## src/rtl/pmd_pkg.sv

```systemverilog
package pmd_pkg;
  localparam int ADDR_W = 8;
  typedef logic [ADDR_W-1:0] byte_t;

  localparam byte_t UPPER_BASE = 8'h80;
  localparam byte_t ALARM_BASE = 8'hF8;
  localparam int    T4_LEN     = 72;
  localparam int    LUT_LEN    = 36;
  localparam int    LUT_CNT    = 3;
  localparam byte_t T4_END     = byte_t'(int'(UPPER_BASE) + T4_LEN);
  localparam byte_t LUT_END    = byte_t'(int'(UPPER_BASE) + LUT_LEN);

  localparam byte_t TBL_GEN  = 8'h01;
  localparam byte_t TBL_CFG  = 8'h02;
  localparam byte_t TBL_MLUT = 8'h04;
  localparam byte_t TBL_ALT  = 8'h05;
  localparam byte_t TBL_LUT0 = 8'h06;

  localparam int RG_LOWER = 0;
  localparam int RG_AUX   = 1;
  localparam int RG_GEN   = 2;
  localparam int RG_ALARM = 3;
  localparam int RG_CFG   = 4;
  localparam int RG_MLUT  = 5;
  localparam int RG_LUT0  = 6;
  localparam int RG_NUM   = RG_LUT0 + LUT_CNT;

  localparam byte_t UNMAPPED_DATA = 8'hFF;
endpackage

```

## src/rtl/pmd_dev_match.sv

```systemverilog
module pmd_dev_match
  import pmd_pkg::*;
#(
  parameter byte_t MAIN_DEF_ADDR = 8'hA2,
  parameter byte_t AUX_ADDR      = 8'hA0
) (
  input  logic  clk,
  input  logic  rst_n,
  input  logic  dev_vld,
  input  byte_t dev_addr,
  input  logic  cfg_asel,
  input  byte_t cfg_slave_addr,
  output logic  dev_ack,
  output logic  sel_main,
  output logic  sel_aux
);
  byte_t main_addr;
  logic  hit_main, hit_aux;
  logic  sel_main_nx, sel_aux_nx;

  always_comb begin
    main_addr = cfg_asel ? cfg_slave_addr : MAIN_DEF_ADDR;
    hit_main  = (dev_addr[ADDR_W-1:1] == main_addr[ADDR_W-1:1]);
    hit_aux   = (dev_addr[ADDR_W-1:1] == AUX_ADDR[ADDR_W-1:1]) && !hit_main;
    dev_ack   = dev_vld && (hit_main || hit_aux);
  end

  always_comb begin
    sel_main_nx = sel_main;
    sel_aux_nx  = sel_aux;
    if (dev_vld) begin
      sel_main_nx = hit_main;
      sel_aux_nx  = hit_aux;
    end
  end

  always_ff @(posedge clk or negedge rst_n) begin
    if (!rst_n) begin
      sel_main <= 1'b0;
      sel_aux  <= 1'b0;
    end else begin
      sel_main <= sel_main_nx;
      sel_aux  <= sel_aux_nx;
    end
  end

  AST_SINGLE_DEVICE: assert property (@(posedge clk) disable iff (!rst_n)
    !(sel_main && sel_aux));
  AST_ACK_NEEDS_VLD: assert property (@(posedge clk) disable iff (!rst_n)
    dev_ack |-> dev_vld);
endmodule

```

## src/rtl/pmd_ctx_regs.sv

```systemverilog
module pmd_ctx_regs
  import pmd_pkg::*;
#(
  parameter byte_t TSEL_RST = 8'h01
) (
  input  logic  clk,
  input  logic  rst_n,
  input  logic  ptr_vld,
  input  byte_t ptr_data,
  input  logic  acc,
  input  logic  tsel_wr,
  input  byte_t wr_data,
  output byte_t ptr,
  output byte_t tsel
);
  byte_t ptr_nx, tsel_nx;

  always_comb begin
    ptr_nx = ptr;
    if (ptr_vld) begin
      ptr_nx = ptr_data;
    end else if (acc) begin
      ptr_nx = ptr + 8'd1;
    end
  end

  always_comb begin
    tsel_nx = tsel;
    if (tsel_wr) begin
      tsel_nx = wr_data;
    end
  end

  always_ff @(posedge clk or negedge rst_n) begin
    if (!rst_n) begin
      ptr  <= '0;
      tsel <= TSEL_RST;
    end else begin
      ptr  <= ptr_nx;
      tsel <= tsel_nx;
    end
  end

  AST_PTR_STEP: assert property (@(posedge clk) disable iff (!rst_n)
    (acc && !ptr_vld) |=> (ptr == $past(ptr) + 8'd1));
  AST_PTR_LOAD: assert property (@(posedge clk) disable iff (!rst_n)
    ptr_vld |=> (ptr == $past(ptr_data)));
  AST_TSEL_HOLD: assert property (@(posedge clk) disable iff (!rst_n)
    !tsel_wr |=> $stable(tsel));
endmodule

```

## src/rtl/pmd_page_decode.sv

```systemverilog
module pmd_page_decode
  import pmd_pkg::*;
#(
  parameter byte_t TSEL_LOC = 8'h7F
) (
  input  logic              rst_n,
  input  logic              clk,
  input  logic              sel_main,
  input  logic              sel_aux,
  input  byte_t             ptr,
  input  byte_t             tsel,
  input  logic              cfg_mask,
  output logic [RG_NUM-1:0] rg,
  output byte_t             off,
  output logic              tsel_hit
);
  logic [LUT_CNT-1:0] lut_hit;
  logic               upper;

  assign upper = sel_main && ptr[ADDR_W-1];

  for (genvar g = 0; g < LUT_CNT; g++) begin : g_lut
    assign lut_hit[g] = upper && (tsel == byte_t'(int'(TBL_LUT0) + g)) && (ptr < LUT_END);
  end

  always_comb begin
    rg       = '0;
    off      = ptr;
    tsel_hit = 1'b0;
    if (sel_aux) begin
      rg[RG_AUX] = 1'b1;
    end else if (sel_main && (ptr == TSEL_LOC)) begin
      tsel_hit = 1'b1;
    end else if (sel_main && !ptr[ADDR_W-1]) begin
      rg[RG_LOWER] = 1'b1;
    end else if (upper) begin
      off = ptr - UPPER_BASE;
      unique case (tsel)
        TBL_GEN: begin
          if (ptr >= ALARM_BASE) begin
            if (!cfg_mask) begin
              rg[RG_ALARM] = 1'b1;
              off          = ptr - ALARM_BASE;
            end
          end else begin
            rg[RG_GEN] = 1'b1;
          end
        end
        TBL_CFG:  rg[RG_CFG] = 1'b1;
        TBL_MLUT: rg[RG_MLUT] = (ptr < T4_END);
        TBL_ALT: begin
          if ((ptr >= ALARM_BASE) && cfg_mask) begin
            rg[RG_ALARM] = 1'b1;
            off          = ptr - ALARM_BASE;
          end
        end
        default: begin
          for (int i = 0; i < LUT_CNT; i++) begin
            if (lut_hit[i]) rg[RG_LUT0 + i] = 1'b1;
          end
        end
      endcase
    end
  end

  AST_SINGLE_REGION: assert property (@(posedge clk) disable iff (!rst_n)
    $onehot0({rg, tsel_hit}));
  AST_LOWER_RANGE: assert property (@(posedge clk) disable iff (!rst_n)
    rg[RG_LOWER] |-> (!ptr[ADDR_W-1] && ptr != TSEL_LOC && sel_main));
  AST_IDLE_DEVICE: assert property (@(posedge clk) disable iff (!rst_n)
    !(sel_main || sel_aux) |-> (rg == '0 && !tsel_hit));
  AST_AUX_FLAT: assert property (@(posedge clk) disable iff (!rst_n)
    rg[RG_AUX] |-> (sel_aux && off == ptr));
  AST_ALARM_OFFSET: assert property (@(posedge clk) disable iff (!rst_n)
    rg[RG_ALARM] |-> (ptr >= ALARM_BASE && off < 8'd8));
endmodule

```

## src/rtl/paged_map_decoder.sv

```systemverilog
module paged_map_decoder
  import pmd_pkg::*;
#(
  parameter logic [7:0] MAIN_DEF_ADDR = 8'hA2,
  parameter logic [7:0] AUX_ADDR      = 8'hA0,
  parameter logic [7:0] TSEL_RST      = 8'h01,
  parameter logic [7:0] TSEL_LOC      = 8'h7F
) (
  input  logic        clk,
  input  logic        rst_n,
  input  logic        dev_vld,
  input  logic [7:0]  dev_addr,
  output logic        dev_ack,
  input  logic        ptr_vld,
  input  logic [7:0]  ptr_data,
  input  logic        rd_stb,
  input  logic        wr_stb,
  input  logic [7:0]  wr_data,
  input  logic        cfg_asel,
  input  logic [7:0]  cfg_slave_addr,
  input  logic        cfg_mask,
  input  logic [7:0]  mem_rdata,
  output logic [8:0]  mem_cs,
  output logic [7:0]  mem_off,
  output logic        mem_we,
  output logic [7:0]  rd_data
);
  logic              sel_main, sel_aux;
  byte_t             ptr, tsel;
  logic [RG_NUM-1:0] rg;
  logic              tsel_hit;
  logic              stb;

  assign stb = rd_stb || wr_stb;

  pmd_dev_match #(
    .MAIN_DEF_ADDR (MAIN_DEF_ADDR),
    .AUX_ADDR      (AUX_ADDR)
  ) dev_i (
    .clk            (clk),
    .rst_n          (rst_n),
    .dev_vld        (dev_vld),
    .dev_addr       (dev_addr),
    .cfg_asel       (cfg_asel),
    .cfg_slave_addr (cfg_slave_addr),
    .dev_ack        (dev_ack),
    .sel_main       (sel_main),
    .sel_aux        (sel_aux)
  );

  pmd_ctx_regs #(
    .TSEL_RST (TSEL_RST)
  ) ctx_i (
    .clk      (clk),
    .rst_n    (rst_n),
    .ptr_vld  (ptr_vld),
    .ptr_data (ptr_data),
    .acc      (stb && (sel_main || sel_aux)),
    .tsel_wr  (wr_stb && tsel_hit),
    .wr_data  (wr_data),
    .ptr      (ptr),
    .tsel     (tsel)
  );

  pmd_page_decode #(
    .TSEL_LOC (TSEL_LOC)
  ) dec_i (
    .rst_n    (rst_n),
    .clk      (clk),
    .sel_main (sel_main),
    .sel_aux  (sel_aux),
    .ptr      (ptr),
    .tsel     (tsel),
    .cfg_mask (cfg_mask),
    .rg       (rg),
    .off      (mem_off),
    .tsel_hit (tsel_hit)
  );

  always_comb begin
    mem_cs = stb ? rg : '0;
    mem_we = wr_stb && (rg != '0);
    if (tsel_hit) begin
      rd_data = tsel;
    end else if (rg != '0) begin
      rd_data = mem_rdata;
    end else begin
      rd_data = UNMAPPED_DATA;
    end
  end

  AST_ONE_STROBE: assert property (@(posedge clk) disable iff (!rst_n)
    !(rd_stb && wr_stb));
  AST_WE_MAPPED: assert property (@(posedge clk) disable iff (!rst_n)
    mem_we |-> ($onehot(mem_cs) && wr_stb));
  AST_UNMAPPED_FF: assert property (@(posedge clk) disable iff (!rst_n)
    (rd_stb && !tsel_hit && mem_cs == '0) |-> (rd_data == 8'hFF));
  AST_TSEL_NO_CS: assert property (@(posedge clk) disable iff (!rst_n)
    tsel_hit |-> (mem_cs == '0 && !mem_we));
endmodule

```

## config.mk

```make
export PLATFORM = sky130hd
export DESIGN_NAME = paged_map_decoder
export DESIGN_NICKNAME = d
export VERILOG_FILES = /design/src/rtl/pmd_pkg.sv /design/src/rtl/pmd_dev_match.sv /design/src/rtl/pmd_ctx_regs.sv /design/src/rtl/pmd_page_decode.sv /design/src/rtl/paged_map_decoder.sv
export SDC_FILE = /design/constraint.sdc
export NUM_CORES = 1
export LEC_CHECK = 0
export ABC_CLOCK_PERIOD_IN_PS = 5300
export CORE_ASPECT_RATIO = 0.75
export CORE_MARGIN = 4
export CORE_UTILIZATION = 30
export CTS_CLUSTER_DIAMETER = 50
export CTS_CLUSTER_SIZE = 30
export DETAILED_ROUTE_END_ITERATION = 10
export REMOVE_ABC_BUFFERS = 1
export SYNTH_ARGS = -nofsm -noshare
export SYNTH_HDL_FRONTEND = slang
export SYNTH_SLANG_ARGS = --single-unit
```

## constraint.sdc

```tcl
create_clock -name clk -period 5.3 [get_ports clk]
set_clock_uncertainty 0.1 [all_clocks]
set_input_delay 0.53 -clock clk [delete_from_list [all_inputs] [get_ports clk]]
set_output_delay 0.53 -clock clk [all_outputs]
set_load 0.005 [all_outputs]
```

==> results of run 1 <==
## Yosys cell counts (4+ instances only)
cell type,n
sky130_fd_sc_hd__mux2_2,9
sky130_fd_sc_hd__nor2_1,14
sky130_fd_sc_hd__xor2_1,4
sky130_fd_sc_hd__nor3_1,4
sky130_fd_sc_hd__nand3b_1,4
sky130_fd_sc_hd__o21ai_0,13
sky130_fd_sc_hd__nand2_1,19
sky130_fd_sc_hd__a21oi_1,7
sky130_fd_sc_hd__xnor2_1,10
sky130_fd_sc_hd__nand3_1,6
sky130_fd_sc_hd__clkbuf_1,5
sky130_fd_sc_hd__o22a_1,8
sky130_fd_sc_hd__nand2b_1,4
sky130_fd_sc_hd__inv_1,4
sky130_fd_sc_hd__dfrtp_1,17
## kinds of logic (layout without fill, tap and decap cells)
logic type | Yosys count | count (layout) | synth area share [%]
buffers and inverters | 13 | 80 | 4.10
AO/OA/AOI/OAI | 37 | 37 | 17.9
adder cells (fa/ha/maj) | 2 | 2 | 1.71
AND/OR/NAND/NOR | 74 | 74 | 27.3
XOR/XNOR | 14 | 14 | 8.37
flip-flops | 18 | 18 | 30.8
multiplexers | 13 | 13 | 9.74
## worst paths after layout
kind,start,endpoint,slack (ns),cells after the start
worst max-delay path,ctx_i.ptr[3]$_DFFE_PN0P_,rd_data[5],1.38,8
worst min register to register,ctx_i.tsel[6]$_DFFE_PN0P_,ctx_i.tsel[6]$_DFFE_PN0P_,0.44,1
worst max register to register,ctx_i.ptr[0]$_DFFE_PN0P_,ctx_i.tsel[2]$_DFFE_PN0P_,3.37,5
max in group asynchronous,rst_n,ctx_i.tsel[2]$_DFFE_PN0P_,3.93,1
worst min-delay path,ctx_i.tsel[6]$_DFFE_PN0P_,ctx_i.tsel[6]$_DFFE_PN0P_,0.44,1
min in group asynchronous,rst_n,ctx_i.tsel[7]$_DFFE_PN0P_,0.64,1
## worst register-to-register path, cell delays in order (launching register included)
cell                      delay [ns]
sky130_fd_sc_hd__dfrtp_1        0.43
sky130_fd_sc_hd__ha_1           0.21
sky130_fd_sc_hd__nand4_1        0.12
sky130_fd_sc_hd__nor2_1         0.21
sky130_fd_sc_hd__nand3_1        0.35
sky130_fd_sc_hd__mux2_2         0.38
## cell usage in the layout, fill, tap and decap left out, drive strengths merged, types with 3 or more instances in the layout
cell,synthesis,routed
nor2,14,14
and3,3,3
xor2,4,4
o21ai,13,13
mux2,10,10
clkdlybuf4s50,0,72
nand2,19,19
xnor2,10,10
mux2i,3,3
o22a,8,8
clkbuf,5,4
nand2b,4,4
dfrtp,17,17
nor3,4,4
a21oi,7,7
nor4,4,4
inv,4,4
a21boi,3,3
nand3b,4,4
nand3,6,6
## power groups by stage
stage / Sequential [mW] / Combinational, mW / Clock, mW
2_1_floorplan: 0.154 / 0.0286 / 0
3_3_place_gp: 0.156 / 0.0875 / 0
3_5_place_dp: 0.156 / 0.0878 / 0
4_1_cts: 0.154 / 0.0886 / 0.120
5_1_grt: 0.155 / 0.0969 / 0.127
6_report: 0.154 / 0.0876 / 0.116
## per-layer routing
layer | GRT usage, % | vias to the layer above | routed length [µm]
met3 | 4.04 | 0 | 335
met4 | 1.70 | 0 | 0
met5 | 0 | - | 0
met1 | 21.7 | 634 | 2140
met2 | 20.9 | 41 | 1830
li1 | - | 756 | -
## state kept, by name, summed over array words and instances (netlist names)
| name | cells |
|---|---|
| dev_i.sel_main | 1 |
| ctx_i.ptr | 8 |
| ctx_i.tsel | 8 |
| dev_i.sel_aux | 1 |
## metrics by stage
step,utilization (%),area (µm²),total power [mW]
floorplan,-,1420,0.182
global placement,48.1,2210,0.244
detailed placement,48.1,2210,0.244
CTS,49.3,2270,0.362
global route,49.3,2270,0.379
finish,49.3,2270,0.357
## layout make-up
cell class              count  area (µm²)
inverters                   4        15.0
well taps                  57        71.3
multi-input cells         140         953
clock buffers               4        55.1
fillers                   465        2330
flip-flops and latches     18         452
repair buffers             72         721
==> out/results.txt, run 1 <==
Setup WS post-layout = 1.38 ns
Internal Dissipation = 0.265 mW
vertical die dimension = 68.5 µm
actual transition at the worst max-transition pin = 0.835 ns
fraction of power spent switching nets = 25.7%
residual overflow from global routing = 0
Port Buffers = 72
number of buffers added by the clock tree synthesis step = 3
std cell rows = 21
die width = 88.7 µm
number of distinct library cells after synthesis = 42
HPWL Detailed = 3430 µm
maximum fanout encountered on the critical timing path = 9
average wire length per cell after detail routing = 14.6 µm
CP max-delay cell = sky130_fd_sc_hd__a311oi_4
number of synthesized register bits = 18
Remaining DRCs = 0
Starting Density = 31.9%
worst path arrival time = 3.29 ns
WP buf/inv = 1
outcome = finished clean
static leakage = 0.851 nW
post-synthesis cell count = 171
power density over the cells = 157 mW/mm²
library cell with the largest summed area after synthesis = sky130_fd_sc_hd__dfrtp_1
count of antenna-violating nets left after detailed routing = 0
CP Cell Sequence = ha_1 -> or4b_1 -> a211oi_2 -> nand2_1 -> xor2_1 -> a311oi_4 -> o22a_1 -> clkdlybuf4s50_1
fraction of final layout cells sized beyond drive strength 1 = 7.98%
minimum setup slack after placement = 1.66 ns
YS warnings = 0
Ant. Diodes = 0
post-DR vias/cell = 4.85
largest net degree at the start of global routing = 19
source-to-sink clock delay at the later pin of the worst-skew pair = 0.26 ns
total track usage = 14.4%
delay of the slowest cell on the worst path = 0.52 ns
max_slew headroom = 44.2%
number of placed I/O pins = 75
worst ir drop on vdd = 0.124 mV
kind of critical path = reg2out
worst path required time = 4.67 ns
placed insts = 291
Max Root-Sink Buffers = 2
number of enable flip-flop cells after synthesis = 0
post-synthesis instance area = 0.00147 mm²
global-route wire length before repair = 6730 µm
Cell Count, Final, Fillers Out = 295
path category of the worst min-delay check = reg2reg
top area cells in the synthesized netlist = sky130_fd_sc_hd__dfrtp_1 29%, sky130_fd_sc_hd__mux2_2 6.9%, sky130_fd_sc_hd__xnor2_1 6.0%
most used flip-flop cell after synthesis = sky130_fd_sc_hd__dfrtp_1
TNS Setup = 0 ns
synthesized area divided by synthesized cell count = 8.57 µm²
router iterations before antenna repair = 4
Net Switching = 0.0916 mW
floorplan die area = 0.00608 mm²
vias = 1431
Num Clock Sinks = 18
final worst path period share = 73.9%
combinational fraction of design power = 24.5%
Root Driver = sky130_fd_sc_hd__clkbuf_8
kind of capture point of the worst setup path = primary output
number of global-route vias before repair = 1370
time the worst path needs with I/O delays and setup = 3.92 ns
number of maximum-capacitance constraint violations = 0
Clock power frac = 32.4%
post-CTS setup repair buffer count = 0
number of antenna violations at the first check in global routing = 0
CP startpoint kind = flip-flop
htree depth = 1
total routed wirelength = 4300 µm
ys async rst share = 100%
count of routing violations after the opening detailed-route iteration = 73
CTS Hold Buffers Added = 0
gpl congestion = 0.742
net total in the final layout = 289
relative contribution of sequential cells to total power = 43.1%
PostCTS Resize Cnt = 0
cell class contributing the biggest share of worst-path delay = compound AO/OA/AOI/OAI gates
count of final setup violators = 0
endpoints failing hold = 0
clock tree from TritonCTS = done
worst hold slack = 0.445 ns
highest attainable clock frequency = 255 MHz
Final Max Tran Viols = 0
RSZ-0062 raised after global routing = false
fraction of post-synthesis cell area in the top cell type by area = 29.0%
core area = 0.00460 mm²
sequential share of the synthesized area = 30.8%
clock transition at the registers of the reported paths = 0.08 ns
Area growth, synth to finish = 54.7%
Power figures use the tool's default switching activity.
==> run 2: changes to the inputs <==
Settings changed: ABC_CLOCK_PERIOD_IN_PS 5300 to 3300, PLACE_DENSITY from default to 0.66.
Clock period 5.3 ns to 3.3 ns, I/O delays scaled along.
==> run 2 against run 1 <==
  * Via count up 6.3%
  * Register-to-register slack worse by 2.0 ns
  * Design area up 6.1%
  * First-iteration DRC count down 40%
  * Critical path depth down 1
  * Sequential share of layout area down 1.1 points
  * Combinational power up 84%
  * Setup slack worse by 1.3 ns
  * Non-clock buffer count up 13
  * Worst hold slack worse by 0.012 ns
==> out/results.txt, run 2 (synthesized netlist as in run 1, its figures left out) <==
RSZ-0062 raised after global routing = false
std cell rows = 21 (unchanged)
HPWL Detailed = 3440 µm (about the same)
gpl congestion = 0.804 (+8.4%)
die width = 88.7 µm (unchanged)
kind of critical path = reg2out
total track usage = 14.5% (+0.036 points)
Ant. Diodes = 0 (unchanged)
total routed wirelength = 4290 µm (-0.16%)
path category of the worst min-delay check = in2async
time the worst path needs with I/O delays and setup = 3.18 ns
clock tree from TritonCTS = done
Area growth, synth to finish = 64.1%
worst hold slack = 0.433 ns (-0.0116 ns)
count of routing violations after the opening detailed-route iteration = 44 (-40%)
outcome = finished clean
met2 Use GR = 20.6% (-0.37 points)
highest attainable clock frequency = 315 MHz
Placed Area = 0.00225 mm² (+1.7%)
count of final setup violators = 0 (unchanged)
CP startpoint kind = flip-flop
TNS Setup = 0 ns (unchanged)
Root Driver = sky130_fd_sc_hd__clkbuf_8
post-DR vias/cell = 4.94 (+1.8%)
CP Cell Sequence = ha_2 -> or4b_4 -> a211oi_4 -> nand3_1 -> nor2_2 -> mux2_1 -> clkdlybuf4s50_1
fillers = 422 (-9.2%)
vias = 1521 (+6.3%)
power density over the cells = 242 mW/mm² (+54%)
actual transition at the worst max-transition pin = 0.792 ns (-0.0426 ns)
worst path arrival time = 2.75 ns (-0.54 ns)
met1 demand-to-capacity share in global routing = 21.6% (-0.098 points)
most frequent standard cell in the layout excluding fill and tap cells = sky130_fd_sc_hd__clkdlybuf4s50_1
CP max-delay cell = sky130_fd_sc_hd__or4b_4
GRT Max-Usage Layer = met1
Num Clock Sinks = 18 (unchanged)
Max Root-Sink Buffers = 2 (unchanged)
number of antenna violations at the first check in global routing = 0 (unchanged)
kind of capture point of the worst setup path = primary output
number of global-route vias before repair = 1464 (+6.9%)
cell class contributing the biggest share of worst-path delay = simple AND/OR/NAND/NOR gates
max_slew headroom = 47.0% (+2.8 points)
final worst path period share = 96.3%
Final Max Tran Viols = 0 (unchanged)
floorplan die area = 0.00608 mm² (unchanged)
clock transition at the registers of the reported paths = 0.07 ns (about the same)
static leakage = 0.903 nW (+6.1%)
average wire length per cell after detail routing = 13.9 µm (-4.4%)
delay of the slowest cell on the worst path = 0.47 ns (-0.05 ns)
largest net degree at the start of global routing = 19 (unchanged)
utilization after layout = 52.3% (+3.0 points)
endpoints failing hold = 0 (unchanged)
source-to-sink clock delay at the later pin of the worst-skew pair = 0.25 ns (about the same)
net total in the final layout = 302 (+4.5%)
maximum fanout encountered on the critical timing path = 4 (-5)
Remaining DRCs = 0 (unchanged)
count of antenna-violating nets left after detailed routing = 0 (unchanged)
residual overflow from global routing = 0 (unchanged)
worst ir drop on vdd = 0.235 mV (+89%)
Top Registers = ctx_i.ptr x8, ctx_i.tsel x8
number of maximum-capacitance constraint violations = 0 (unchanged)
WP buf/inv = 1 (unchanged)
commonest non-fill, non-tap cells in the layout = 64 x sky130_fd_sc_hd__clkdlybuf4s50_1, 18 x sky130_fd_sc_hd__nand2_1, 17 x sky130_fd_sc_hd__dfrtp_1
worst path required time = 2.87 ns (-1.80 ns)
Port Buffers = 72 (unchanged)
fraction of final layout cells sized beyond drive strength 1 = 14.7% (+6.8 points)
Starting Density = 31.9% (unchanged)
final design instance area without fill = 0.00240 mm² (+6.1%)
vertical die dimension = 68.5 µm (unchanged)
router iterations before antenna repair = 4 (unchanged)
number of buffers added by the clock tree synthesis step = 3 (unchanged)
met3 global-route usage = 4.16% (+0.12 points)
core area = 0.00460 mm² (unchanged)
htree depth = 1 (unchanged)
number of placed I/O pins = 75 (unchanged)
global-route wire length before repair = 6860 µm (+1.8%)
-- run 2: cell types whose count changed in the layout (fill, tap and decap cells not counted), sizes merged --
cell           previous run  this run
buf                       0        13
clkdlybuf4s50            72        64
dlygate4sd2               0         3
dlymetal6s2s              0         5
-- run 2: per-stage QoR --
| stage | setup slack, ns | cells | power, mW |
|---|---|---|---|
| floorplan | 0.599 | 162 | 0.293 |
| global route | 0.0244 | 308 | 0.623 |
| finish | 0.124 | 308 | 0.581 |
| global placement | 0.0680 | 296 | 0.398 |
| detailed placement | 0.0489 | 296 | 0.399 |
| CTS | 0.00523 | 305 | 0.586 |
-- run 2: final timing paths --
| check | start | to | slack (ns) | cells after the start |
|---|---|---|---|---|
| worst max-delay path | ctx_i.ptr[4]$_DFFE_PN0P_ | mem_off[4] | 0.12 | 7 |
| worst min-delay path | rst_n | ctx_i.tsel[5]$_DFFE_PN0P_ | 0.43 | 1 |
| worst max register to register | ctx_i.ptr[0]$_DFFE_PN0P_ | ctx_i.tsel[6]$_DFFE_PN0P_ | 1.34 | 6 |
| worst min register to register | ctx_i.tsel[7]$_DFFE_PN0P_ | ctx_i.tsel[7]$_DFFE_PN0P_ | 0.45 | 1 |
| max in group asynchronous | rst_n | ctx_i.ptr[3]$_DFFE_PN0P_ | 2.17 | 1 |
| min in group clk | ctx_i.tsel[7]$_DFFE_PN0P_ | ctx_i.tsel[7]$_DFFE_PN0P_ | 0.45 | 1 |
-- run 2: report_power, final --
| part | total [mW] | internal (mW) | switching (mW) |
|---|---|---|---|
| sequential | 0.240 | 0.230 | 0.0102 |
| clock | 0.180 | 0.106 | 0.0740 |
| combinational | 0.161 | 0.0995 | 0.0611 |
| total | 0.581 | 0.436 | 0.145 |
-- run 2: layout make-up --
class / count / area, µm² / share of cell area [%]
clock buffer: 4 / 55.1 / 2.29
inverter: 4 / 15.0 / 0.624
multi-input combinational: 140 / 985 / 40.9
sequential: 18 / 452 / 18.8
tap: 57 / 71.3 / 2.97
timing repair buffer: 85 / 827 / 34.4
-- run 2: what timing repair did --
item                       in CTS  in global routing
hold buffers                    0                  0
setup endpoints to repair      10                  9
resized for setup               7                  8
cloned                          0                  0
setup buffers                   5                  3
pin swaps                       4                  4
-- run 2: per-layer routing --
metal,share of wire (%),wire length [µm],up-vias
li1,-,-,779
met1,50,2130,681
met2,41,1760,57
met3,8.8,376,4
met4,0.68,29,0
met5,0,0,-
==> run 3: changes to the inputs <==
Settings changed: ABC_CLOCK_PERIOD_IN_PS 3300 to 2800, SLEW_MARGIN from default to 10.
Clock period 3.3 ns to 2.8 ns, I/O delays scaled along.
==> run 3 against run 2 <==
  * The run now ends with negative setup slack left
  * Critical path type unchanged
  * Design area increased by 5.0%
  * Sequential share of layout area decreased by 0.90 points
  * Sequential power increased by 18%
  * Global-route usage increased by 1.6 points
  * Register-to-register slack got worse by 0.53 ns
==> out/results.txt, run 3 (synthesized netlist as in run 1, its figures left out) <==
TNS Setup = -1.04 ns (-1.04 ns)
vias = 1584 (+4.1%)
fillers = 415 (-1.7%)
violated checks = negative setup slack
count of final setup violators = 11 (+11)
die width = 88.7 µm (unchanged)
Pwr Total = 0.693 mW (+19%)
HPWL Detailed = 3750 µm (+9.2%)
htree depth = 1 (unchanged)
Num Clock Sinks = 18 (unchanged)
worst ir drop on vdd = 0.297 mV (+26%)
Root Driver = sky130_fd_sc_hd__clkbuf_8
Port Buffers = 72 (unchanged)
vertical die dimension = 68.5 µm (unchanged)
Max Root-Sink Buffers = 2 (unchanged)
max_slew headroom = 46.8% (-0.18 points)
minimum setup slack after placement = -0.258 ns (-0.307 ns)
Final Max Tran Viols = 0 (unchanged)
largest net degree at the start of global routing = 19 (unchanged)
total track usage = 16.0% (+1.6 points)
count of antenna-violating nets left after detailed routing = 0 (unchanged)
utilization after layout = 54.9% (+2.6 points)
number of antenna violations at the first check in global routing = 0 (unchanged)
Remaining DRCs = 0 (unchanged)
Net Switching = 0.180 mW (+24%)
highest attainable clock frequency = 339 MHz
met3 global-route usage = 3.80% (-0.36 points)
global-route wire length before repair = 7480 µm (+9.1%)
worst path required time = 2.42 ns (-0.45 ns)
static leakage = 1.03 nW (+15%)
commonest non-fill, non-tap cells in the layout = 52 x sky130_fd_sc_hd__clkdlybuf4s50_1, 27 x sky130_fd_sc_hd__buf_4, 18 x sky130_fd_sc_hd__nand2_1
total routed wirelength = 4680 µm (+9.0%)
CP startpoint kind = flip-flop
clock tree from TritonCTS = done
number of placed I/O pins = 75 (unchanged)
actual transition at the worst max-transition pin = 0.795 ns (+0.00271 ns)
average wire length per cell after detail routing = 14.4 µm (+3.3%)
combinational fraction of design power = 28.4% (+0.8 points)
floorplan die area = 0.00608 mm² (unchanged)
number of maximum-capacitance constraint violations = 0 (unchanged)
met1 demand-to-capacity share in global routing = 24.7% (+3.1 points)
router iterations before antenna repair = 4 (unchanged)
Ant. Diodes = 0 (unchanged)
core area = 0.00460 mm² (unchanged)
post-DR vias/cell = 4.87 (-1.3%)
net total in the final layout = 319 (+5.6%)
count of routing violations after the opening detailed-route iteration = 74 (+68%)
maximum fanout encountered on the critical timing path = 4 (unchanged)
most frequent standard cell in the layout excluding fill and tap cells = sky130_fd_sc_hd__clkdlybuf4s50_1
fraction of power spent switching nets = 25.9% (+0.90 points)
Area growth, synth to finish = 72.4%
residual overflow from global routing = 0 (unchanged)
Clock power frac = 30.9% (about the same)
relative contribution of sequential cells to total power = 40.7% (-0.6 points)
RSZ-0062 raised after global routing = true
final worst path period share = 105%
met2 Use GR = 22.9% (+2.3 points)
Placed Area = 0.00239 mm² (+6.3%)
std cell rows = 21 (unchanged)
time the worst path needs with I/O delays and setup = 2.95 ns
clock transition at the registers of the reported paths = 0.07 ns (about the same)
GRT Max-Usage Layer = met1
worst path arrival time = 2.57 ns (-0.18 ns)
power density over the cells = 275 mW/mm² (+14%)
Top Registers = ctx_i.ptr x8, ctx_i.tsel x8
outcome = finished, violations left
CTS Hold Buffers Added = 0 (unchanged)
fraction of final layout cells sized beyond drive strength 1 = 27.6% (+13 points)
kind of critical path = reg2out
gpl congestion = 0.810 (+0.71%)
number of global-route vias before repair = 1522 (+4.0%)
source-to-sink clock delay at the later pin of the worst-skew pair = 0.26 ns (about the same)
path category of the worst min-delay check = in2async
kind of capture point of the worst setup path = primary output
number of buffers added by the clock tree synthesis step = 3 (unchanged)
endpoints failing hold = 0 (unchanged)
final design instance area without fill = 0.00253 mm² (+5.0%)
Internal Dissipation = 0.514 mW (+18%)
Setup WS post-layout = -0.153 ns (-0.277 ns)
Starting Density = 31.9% (unchanged)
==> run 3: cell type report <==
type / count / area (µm²) / area share [%]
multi-input combinational: 140 / 1040 / 41.1
timing repair buffer: 102 / 896 / 35.5
sequential: 18 / 452 / 17.9
tap: 57 / 71.3 / 2.82
clock buffer: 4 / 55.1 / 2.18
inverter: 4 / 15.0 / 0.594
==> run 3: path summary, 6_finish.rpt <==
check                                                 end  slack [ns]  cells after the start                      start
worst max-delay path                           rd_data[4]       -0.15                     10   ctx_i.ptr[4]$_DFFE_PN0P_
worst min-delay path            ctx_i.tsel[2]$_DFFE_PN0P_        0.38                      1                      rst_n
worst max register to register  ctx_i.tsel[7]$_DFFE_PN0P_        0.81                      6   ctx_i.ptr[0]$_DFFE_PN0P_
worst min register to register  dev_i.sel_aux$_DFFE_PN0P_        0.51                      1  dev_i.sel_aux$_DFFE_PN0P_
max in group asynchronous        ctx_i.ptr[0]$_DFFE_PN0P_        1.72                      1                      rst_n
min in group clk                 ctx_i.ptr[6]$_DFFE_PN0P_        0.48                      3                ptr_data[6]
==> run 3: stage by stage <==
stage | instances | hold WS, ns
floorplan | 162 | -0.116
global placement | 315 | 0.492
detailed placement | 315 | 0.486
CTS | 323 | 0.420
global route | 325 | 0.458
finish | 325 | 0.383
==> run 3: power by group through the flow <==
stage / Clock, mW / Sequential, mW / Combinational [mW]
after floorplan: 0 / 0.291 / 0.0542
after global placement: 0 / 0.285 / 0.191
after detailed placement: 0 / 0.285 / 0.193
after CTS: 0.222 / 0.281 / 0.192
after global routing: 0.237 / 0.284 / 0.220
final: 0.215 / 0.282 / 0.197
==> run 3: metal layers <==
layer  vias up  part of all wire [%]
met5         -                     0
met4         0                  0.47
met3         4                   7.7
met2        49                    42
met1       715                    50
li1        816                     -
==> run 3: critical path, stage by stage (launching register included) <==
cell and delay [ns]:
sky130_fd_sc_hd__dfrtp_1 0.41, sky130_fd_sc_hd__ha_4 0.17, sky130_fd_sc_hd__or4b_4 0.47, sky130_fd_sc_hd__a211oi_4 0.29
sky130_fd_sc_hd__nand2_2 0.10, sky130_fd_sc_hd__xor2_2 0.16, sky130_fd_sc_hd__a311oi_4 0.23, sky130_fd_sc_hd__buf_4 0.18
sky130_fd_sc_hd__buf_6 0.10, sky130_fd_sc_hd__o22a_1 0.12, sky130_fd_sc_hd__buf_2 0.11
==> run 3: timing repair <==
action,4_1_cts,5_1_grt
endpoints found under the setup margin,20,20
pin swaps,10,14
setup buffers,4,3
gates cloned,0,0
gates resized for setup,67,15
